[src/rtl/bfp_pkg.sv]
package bfp_pkg;
  typedef enum logic [2:0] {
    ST_PRE, ST_TYPE, ST_LEN, ST_SKIP, ST_PAY, ST_DONE, ST_ERR
  } bfp_state_e;

  localparam logic [7:0] TYPE_LO   = 8'h61;
  localparam logic [7:0] TYPE_HI   = 8'h65;
  localparam logic [7:0] TYPE_PAY  = 8'h65;
  localparam int         LONG_LEN_BYTES  = 4;
  localparam int         SHORT_LEN_BYTES = 2;

  function automatic logic [7:0] pre_byte(input int unsigned idx);
    case (idx)
      0, 10, 11: pre_byte = 8'h00;
      1:         pre_byte = 8'h09;
      12:        pre_byte = 8'h01;
      default:   pre_byte = idx[0] ? 8'hF0 : 8'h0F;
    endcase
  endfunction
endpackage

[src/rtl/bfp_preamble_match.sv]
module bfp_preamble_match #(
  parameter int PRE_LEN = 13,
  localparam int IDX_W = $clog2(PRE_LEN)
) (
  input  logic       clk_i,
  input  logic       rst_ni,
  input  logic       step_i,
  input  logic [7:0] data_i,
  output logic       hit_o,
  output logic       final_o
);
  logic [IDX_W-1:0] idx_q;

  always_ff @(posedge clk_i or negedge rst_ni) begin
    if (!rst_ni)                        idx_q <= '0;
    else if (step_i && !final_o && hit_o) idx_q <= idx_q + 1'b1;
  end

  assign hit_o   = data_i == bfp_pkg::pre_byte(32'(idx_q));
  assign final_o = idx_q == IDX_W'(PRE_LEN - 1);
endmodule

[src/rtl/bfp_len_accum.sv]
module bfp_len_accum #(
  parameter int LEN_W = 32,
  localparam int CNT_W = 3
) (
  input  logic             clk_i,
  input  logic             rst_ni,
  input  logic             clr_i,
  input  logic             shift_i,
  input  logic [7:0]       data_i,
  output logic [LEN_W-1:0] next_o,
  output logic [CNT_W-1:0] taken_o
);
  logic [LEN_W-1:0] val_q;
  logic [CNT_W-1:0] cnt_q;

  assign next_o  = {val_q[LEN_W-9:0], data_i};
  assign taken_o = cnt_q;

  always_ff @(posedge clk_i or negedge rst_ni) begin
    if (!rst_ni) begin
      val_q <= '0;
      cnt_q <= '0;
    end else if (clr_i) begin
      val_q <= '0;
      cnt_q <= '0;
    end else if (shift_i) begin
      val_q <= next_o;
      cnt_q <= cnt_q + 1'b1;
    end
  end
endmodule

[src/rtl/bfp_down_count.sv]
module bfp_down_count #(
  parameter int LEN_W = 32
) (
  input  logic             clk_i,
  input  logic             rst_ni,
  input  logic             load_i,
  input  logic [LEN_W-1:0] load_val_i,
  input  logic             dec_i,
  output logic             one_o
);
  logic [LEN_W-1:0] cnt_q;

  always_ff @(posedge clk_i or negedge rst_ni) begin
    if (!rst_ni)     cnt_q <= '0;
    else if (load_i) cnt_q <= load_val_i;
    else if (dec_i)  cnt_q <= cnt_q - 1'b1;
  end

  assign one_o = cnt_q == LEN_W'(1);
endmodule

[src/rtl/bitfile_section_parser.sv]
module bitfile_section_parser #(
  parameter int LEN_W     = 32,
  parameter int SMALL_MAX = 255,
  parameter int PRE_LEN   = 13
) (
  input  logic             clk_i,
  input  logic             rst_ni,
  input  logic [7:0]       in_data_i,
  input  logic             in_valid_i,
  input  logic             in_last_i,
  output logic             in_ready_o,
  output logic [7:0]       out_data_o,
  output logic             out_valid_o,
  input  logic             out_ready_i,
  output logic             out_last_o,
  output logic [LEN_W-1:0] pay_len_o,
  output logic             found_o,
  output logic             done_o,
  output logic             err_o
);
  import bfp_pkg::*;

  localparam int CNT_W = 3;

  bfp_state_e       state_q, state_d;
  logic             is_pay_q, is_pay_d;
  logic             found_q, found_set;
  logic [LEN_W-1:0] pay_len_q;
  logic             acc, pre_hit, pre_final, cnt_one;
  logic             len_clr, len_shift, len_final, cnt_load;
  logic [LEN_W-1:0] len_next;
  logic [CNT_W-1:0] len_taken;

  assign acc        = in_valid_i && in_ready_o;
  assign in_ready_o = (state_q == ST_PAY) ? out_ready_i : 1'b1;
  assign out_valid_o = (state_q == ST_PAY) && in_valid_i;
  assign out_data_o  = in_data_i;
  assign out_last_o  = out_valid_o && cnt_one;
  assign found_o     = found_q;
  assign pay_len_o   = pay_len_q;
  assign done_o      = state_q == ST_DONE;
  assign err_o       = state_q == ST_ERR;

  assign len_shift = acc && (state_q == ST_LEN);
  assign len_final = len_taken == CNT_W'((is_pay_q ? LONG_LEN_BYTES : SHORT_LEN_BYTES) - 1);

  bfp_preamble_match #(.PRE_LEN(PRE_LEN)) u_pre (
    .clk_i, .rst_ni,
    .step_i (acc && state_q == ST_PRE),
    .data_i (in_data_i),
    .hit_o  (pre_hit),
    .final_o(pre_final)
  );

  bfp_len_accum #(.LEN_W(LEN_W)) u_len (
    .clk_i, .rst_ni,
    .clr_i  (len_clr),
    .shift_i(len_shift),
    .data_i (in_data_i),
    .next_o (len_next),
    .taken_o(len_taken)
  );

  bfp_down_count #(.LEN_W(LEN_W)) u_cnt (
    .clk_i, .rst_ni,
    .load_i    (cnt_load),
    .load_val_i(len_next),
    .dec_i     (acc && (state_q == ST_SKIP || state_q == ST_PAY)),
    .one_o     (cnt_one)
  );

  always_comb begin
    state_d   = state_q;
    is_pay_d  = is_pay_q;
    len_clr   = 1'b0;
    cnt_load  = 1'b0;
    found_set = 1'b0;
    if (acc) begin
      unique case (state_q)
        ST_PRE: begin
          if (!pre_hit)       state_d = ST_ERR;
          else if (pre_final) state_d = ST_TYPE;
        end
        ST_TYPE: begin
          if (in_data_i >= TYPE_LO && in_data_i <= TYPE_HI) begin
            state_d  = ST_LEN;
            is_pay_d = in_data_i == TYPE_PAY;
            len_clr  = 1'b1;
          end else begin
            state_d = ST_ERR;
          end
        end
        ST_LEN: begin
          if (len_final) begin
            if (!is_pay_q && len_next > LEN_W'(SMALL_MAX)) begin
              state_d = ST_ERR;
            end else if (is_pay_q) begin
              found_set = 1'b1;
              cnt_load  = 1'b1;
              state_d   = (len_next == '0) ? ST_DONE : ST_PAY;
            end else begin
              cnt_load = 1'b1;
              state_d  = (len_next == '0) ? ST_TYPE : ST_SKIP;
            end
          end
        end
        ST_SKIP: if (cnt_one) state_d = ST_TYPE;
        ST_PAY:  if (cnt_one) state_d = ST_DONE;
        default: ;
      endcase
      // end of file anywhere but the final payload byte is fatal
      if (in_last_i && state_d != ST_DONE) state_d = ST_ERR;
    end
  end

  always_ff @(posedge clk_i or negedge rst_ni) begin
    if (!rst_ni) begin
      state_q   <= ST_PRE;
      is_pay_q  <= 1'b0;
      found_q   <= 1'b0;
      pay_len_q <= '0;
    end else begin
      state_q  <= state_d;
      is_pay_q <= is_pay_d;
      if (found_set && state_d != ST_ERR) begin
        found_q   <= 1'b1;
        pay_len_q <= len_next;
      end
    end
  end
endmodule

[config.mk]
export PLATFORM = sky130hd
export DESIGN_NAME = bitfile_section_parser
export DESIGN_NICKNAME = d
export VERILOG_FILES = /design/src/rtl/bfp_pkg.sv /design/src/rtl/bfp_preamble_match.sv /design/src/rtl/bfp_len_accum.sv /design/src/rtl/bfp_down_count.sv /design/src/rtl/bitfile_section_parser.sv
export SDC_FILE = /design/constraint.sdc
export NUM_CORES = 1
export LEC_CHECK = 0
export BUFFER_PORTS_ARGS = -buffer_cell sky130_fd_sc_hd__buf_2
export CORE_UTILIZATION = 60
export CTS_CLUSTER_SIZE = 24
export DETAILED_ROUTE_END_ITERATION = 8
export GPL_ROUTABILITY_DRIVEN = 0
export HOLD_SLACK_MARGIN = 0.15
export PLACE_DENSITY = 0.82
export SLEW_MARGIN = 20
export SYNTH_ARGS = -nofsm -noshare
export SYNTH_HDL_FRONTEND = slang
export SYNTH_SLANG_ARGS = --single-unit
[constraint.sdc]
create_clock -name clk_i -period 5 [get_ports clk_i]
set_input_delay 1.25 -clock clk_i [delete_from_list [all_inputs] [get_ports clk_i]]
set_output_delay 1.25 -clock clk_i [all_outputs]
set_load 0.005 [all_outputs]
==> results.md, run 1 <==
* Clock power share at 30.6%
* Comb pwr share at 16.4%
* Number of synthesized flops with an enable pin at 0
* Fmax at 234 MHz
* Synth-to-layout area growth at 10.9%
* Final Non-Filler Cells at 668
* Async SR Flop Fraction at 100%
* Post-synth top flop: dfrtp_1
* Worst setup SP type: primary input
* Worst Setup End Kind: flop
* Final setup viols at 0
* R2R cell count at 9
* # Max-Cap Violations at 0
* First-pass GRT wire length at 20,600 um
* Met1 Resource Use GR at 41.2%
* Slew Viols, Final at 0
* Top-level I/O count at 59
* Via count at 4,228
* TritonCTS buffer count at 9
* RR Startpoint: u_cnt.cnt_q[6]
* Ys Warns at 0
* CTS tree: done
* Iteration count of the initial detailed-routing pass at 6
* GR Overflow Total at 0
* Die height at 93.5 um
* Syn nets at 534
* Pleak at 2.57 nW
* Via-to-Cell Ratio at 6.33
* Crit path capture: pay_len_o[14]
* Reg power frac at 52.9%
* Cell Chain, Critical Path: buf_2, nor4_1, o31ai_1, a22oi_1, nand4_1, a21oi_2, nand3_1, a41oi_4, buf_12, mux2_2
* Met3 Use GR at 4.39%
* Slew Limit Headroom at 31.4%
* ANT nets after route at 0
* Average size of a mapped cell at 9.77 um^2
* Wire length per cell at 18.5 um
* Synthesized area at 0.00502 mm^2
* Htree depth at 3
* Drt initial violations at 395
* Setup Buffers After CTS at 0
* Synthesized flop and latch total at 100
* RSZ-0062 raised after global routing: no
* Most common cell after layout, fill and taps aside: dfrtp_1
* Net Sw Frac at 30.1%
* Worst path slowest cell: nor4_1
* Final WL at 12,400 um
* Crit Path Max Fanout at 19
* Dpl cells at 653
* Die extent in x at 93.5 um
* Mapped Cells at 514
* Largest net degree at the start of global routing at 66
* Clk sinks at 100
* Fin nets at 579
* Fin. Hold Viols at 0
* Reg-to-reg endpoint: pay_len_o[14]
* Worst Setup SP: in_data_i[7]
* # hold bufs at CTS at 0
* Full die area at 0.00874 mm^2
* PD cells at 332 mW/mm^2
* Seq/Total Area, Yosys at 49.8%
* DRC Markers at 0
* Tightest Pin Transition at 1.03 ns
* Skew final at 0.0123 ns
* Clock transition at path regs at 0.10 ns
* Post-CTS Resized at 0
* Number of global-route vias before repair at 4,133
* Slowest stage delay, CP at 0.76 ns
* I/O Buffers at 58
* P_sw at 0.557 mW
* Grt peak-use layer: met2
* Root Driver: clkbuf_8
* Buf+Inv Stages, Crit Path at 2
* Dpl hpwl at 8260 um
* CTS Buffer Depth at 2
* Most frequent cells in the layout: dfrtp_1, nand2_1, buf_2, a21oi_1, mux2_2
* GRT Overall Usage at 30.9%
* Final cycle utilization of the critical path at 85.4%
* Layout cells sized above 1 at 22.2%
* Fin crit period at 4.27 ns
* Antenna violations before repair at 0
* Worst-skew pair later-pin latency at 0.37 ns
* HP Class: flop to flop
* Critical path class: primary input to flop
* Crit path arrival time at 4.52 ns
* # rows at 33
* Met2 usage in global routing at 51.5%
* Final setup TNS at 0 ns
* Worst Path Required at 5.25 ns
* Fillers at 629
* Antenna diode count at 0
* Yosys cell types at 52
* R2R Setup Slk at 0.98 ns
* WP depth at 10
* Initial Util at 61.4%
* Pint at 1.29 mW
* Core Area at 0.00818 mm^2
* Crit path max-delay family: compound AO/OA/AOI/OAI gates
* VDD IR max at 0.000209 V
* Status: completed
==> how the worst min path moves through the flow <==
stage | end | depth (start not counted) | startpoint
finish | found_o | 1 | found_o
global route | found_o | 1 | found_o
CTS | found_o | 1 | found_o
detailed placement | found_o | 1 | found_o
global placement | found_o | 1 | found_o
floorplan | found_o | 1 | found_o
==> cell usage after synthesis (2+ instances only) <==
cell,count,area [um^2]
a22oi_1,2,15.0
o41ai_1,5,43.8
ha_1,7,87.6
nor3b_1,3,22.5
dfrtp_1,100,2500
nor2b_1,3,18.8
mux2_2,30,338
o21ai_0,27,135
nor3_1,16,80.1
mux2_1,2,22.5
o211ai_1,9,67.6
buf_6,3,33.8
a31oi_1,3,18.8
o311ai_0,4,35.0
nand2b_1,8,50.1
xor2_1,6,52.6
nand2_1,92,345
or2_2,5,31.3
a21oi_1,34,170
clkbuf_1,19,71.3
nand3_1,10,50.1
o221ai_1,3,26.3
nor4_1,14,87.6
or4_1,6,45.0
a221o_1,3,30.0
or3_1,16,100
buf_4,8,60.1
and3_1,3,18.8
xnor2_1,12,105
nand4_1,6,37.5
nor2_1,24,90.1
inv_1,11,41.3
==> through the flow <==
step	area [um^2]	power, mW	hold WS, ns	util, %	setup slack (ns)
2_1_floorplan	5020	1.18	0.465	-	1.24
3_3_place_gp	5360	1.26	0.452	65.5	0.676
3_5_place_dp	5360	1.28	0.465	65.5	0.452
4_1_cts	5570	1.84	0.490	68.1	0.806
5_1_grt	5570	1.93	0.501	68.1	0.587
6_report	5570	1.85	0.485	68.1	0.730
==> cell type report <==
class | count | area (um^2) | share of cell area (%)
clock buffer | 10 | 128 | 2.29
sequential | 100 | 2500 | 44.9
clock inverter | 5 | 85.1 | 1.53
timing repair buffer | 66 | 365 | 6.56
inverter | 12 | 45.0 | 0.809
tap | 105 | 131 | 2.36
multi-input combinational | 370 | 2310 | 41.5
==> flip-flops by register name, indices dropped and copies added (netlist names) <==
register and cells:
u_len.val_q 24, pay_len_o 32, u_len.taken_o 3, u_cnt.cnt_q 32
u_pre.idx_q 4, found_o 1, is_pay_q 1, state_q 3
==> power by group through the flow <==
stage | combinational, mW | clock, mW | sequential, mW
4_1_cts | 0.300 | 0.567 | 0.973
3_5_place_dp | 0.295 | 0 | 0.986
6_report | 0.304 | 0.567 | 0.979
2_1_floorplan | 0.217 | 0 | 0.962
3_3_place_gp | 0.283 | 0 | 0.979
5_1_grt | 0.340 | 0.599 | 0.989
==> logic make-up (layout without fill, tap and decap cells) <==
kind of cell    Yosys count  after routing  share of synthesized area [%]
simple gates            211            211                           20.4
compound gates          102            102                           13.4
flops                   100            100                           49.8
buf+inv                  44             93                           4.36
mux                      32             32                           7.18
xor+xnor                 18             18                           3.14
fa+ha+maj                 7              7                           1.74
==> metal layers <==
metal / share of wire (%) / up-vias
met3: 7.0 / 20
met1: 42 / 2071
met4: 1.6 / 0
met5: 0 / -
met2: 50 / 215
li1: - / 1922
(Power assumes the default switching activity.)
==> run 2, diff against run 1 <==
--- a/config.mk
+++ b/config.mk
@@ -11,7 +11,7 @@
 export DETAILED_ROUTE_END_ITERATION = 8
 export GPL_ROUTABILITY_DRIVEN = 0
 export HOLD_SLACK_MARGIN = 0.15
-export PLACE_DENSITY = 0.82
+export PLACE_DENSITY = 0.83
 export SLEW_MARGIN = 20
 export SYNTH_ARGS = -nofsm -noshare
 export SYNTH_HDL_FRONTEND = slang
==> results.md, run 2 (synthesis results as in run 1) <==
* Hold WS at 0.492 ns
* Die extent in x at 93.5 um
* # hold bufs at CTS at 0
* Fmax at 257 MHz
* Full die area at 0.00874 mm^2
* R2R Setup Slk at 1.12 ns
* Wire length per cell at 18.0 um
* Fin crit period at 3.90 ns
* PD cells at 320 mW/mm^2
* Status: completed
* DRC Markers at 0
* Iteration count of the initial detailed-routing pass at 5
* Layout cells sized above 1 at 22.7%
* Clock transition at path regs at 0.10 ns
* Dpl cells at 654
* Root Driver: clkbuf_8
* Design area at 0.00556 mm^2
* Setup slack after layout at 1.10 ns
* GR Overflow Total at 0
* Final cycle utilization of the critical path at 77.9%
* R2R cell count at 9
* Total power at 1.78 mW
* Via-to-Cell Ratio at 6.29
* Dpl hpwl at 8240 um
* Critical path class: primary input to flop
* I/O Buffers at 58
* VDD IR max at 0.000196 V
* Worst-skew pair later-pin latency at 0.36 ns
* Final Non-Filler Cells at 670
* Core Area at 0.00818 mm^2
* Post-CTS Resized at 0
* ANT nets after route at 0
* Initial Util at 61.4%
* Setup Buffers After CTS at 0
* Htree depth at 3
* Worst setup SP type: primary input
* CTS Buffer Depth at 2
* Hold path startpoint: found_o
* Synth-to-layout area growth at 10.7%
* Final setup TNS at 0 ns
* Die height at 93.5 um
* Worst Path Required at 5.26 ns
* RR Startpoint: u_cnt.cnt_q[8]
* Skew final at 0.00897 ns
* Crit Path Max Fanout at 29
* # rows at 33
* Clk sinks at 100
* Final setup viols at 0
* Worst Setup End Kind: flop
* Number of global-route vias before repair at 4,190
* Hold Path Cell Cnt at 1
* Antenna diode count at 0
* TritonCTS buffer count at 9
* Pleak at 2.57 nW
* RSZ-0062 raised after global routing: no
* Slew Limit Headroom at 39.5%
* Most frequent cells in the layout: dfrtp_1, nand2_1, buf_2, a21oi_1, mux2_2
* Antenna violations before repair at 0
* HP Class: flop to flop
* Tightest Pin Transition at 0.908 ns
* Most common cell after layout, fill and taps aside: dfrtp_1
* Top-level I/O count at 59
* Via count at 4,216
* Placed inst area at 0.00536 mm^2
* Util after Layout at 68.0%
* Hold Crit Endpoint: found_o
* Reg-to-reg endpoint: pay_len_o[26]
* Slew Viols, Final at 0
* Largest net degree at the start of global routing at 73
* Crit path arrival time at 4.15 ns
* Final WL at 12,000 um
* CTS tree: done
* Fin. Hold Viols at 0
* GRT Overall Usage at 30.2%
* Fin nets at 580
* Worst slack at placement at 0.863 ns
* Drt initial violations at 471
* First-pass GRT wire length at 20,200 um
* # Max-Cap Violations at 0
[run 2: changes by cell type in the layout (fill, tap and decap cells not counted)]
| cell | change |
|---|---|
| buf_4 | +1 |
| bufinv_16 | -2 |
| clkbuf_1 | -1 |
| clkbuf_8 | +1 |
| clkinv_2 | +1 |
| clkinv_8 | +1 |
| inv_8 | +1 |
[run 2: layout make-up]
| type | instances | area, um^2 |
|---|---|---|
| Sequential cell | 100 | 2500 |
| Inverter | 12 | 45.0 |
| Tap cell | 105 | 131 |
| Clock buffer | 10 | 138 |
| Fill cell | 628 | 2620 |
| Multi-Input combinational cell | 370 | 2310 |
| Timing Repair Buffer | 67 | 373 |
| Clock inverter | 6 | 57.6 |
[run 2: routing by layer]
layer  track usage, %  share of wire [%]  vias to the layer above
li1                 -                  -                     1924
met1             39.8                 42                     2071
met2             49.1                 48                      189
met3             5.69                7.0                       32
met4             12.6                2.9                        0
met5                0                  0                        -
[run 2: worst max-delay path by stage]
stage                  from            end  slack, ns
3_3_place_gp   in_data_i[6]  pay_len_o[16]       0.95
2_1_floorplan  in_data_i[3]   pay_len_o[0]       1.24
6_report       in_data_i[7]  pay_len_o[26]       1.10
4_1_cts        in_data_i[7]  pay_len_o[26]       1.20
5_1_grt        in_data_i[7]   pay_len_o[8]       0.97
3_5_place_dp   in_data_i[7]   pay_len_o[6]       0.86
[run 2: critical path, cell delays in order]
cell     delay [ns]
buf_2          0.16
nor4_1         0.65
o31ai_1        0.15
a22oi_1        0.37
nand4_1        0.16
a21oi_2        0.22
nand3_1        0.16
a41oi_4        0.40
buf_12         0.25
mux2_2         0.37
[run 2: power breakdown]
part | total, mW | switching [mW] | internal (mW)
registers | 0.973 | 0.0870 | 0.886
clock network | 0.504 | 0.300 | 0.204
logic | 0.303 | 0.177 | 0.126
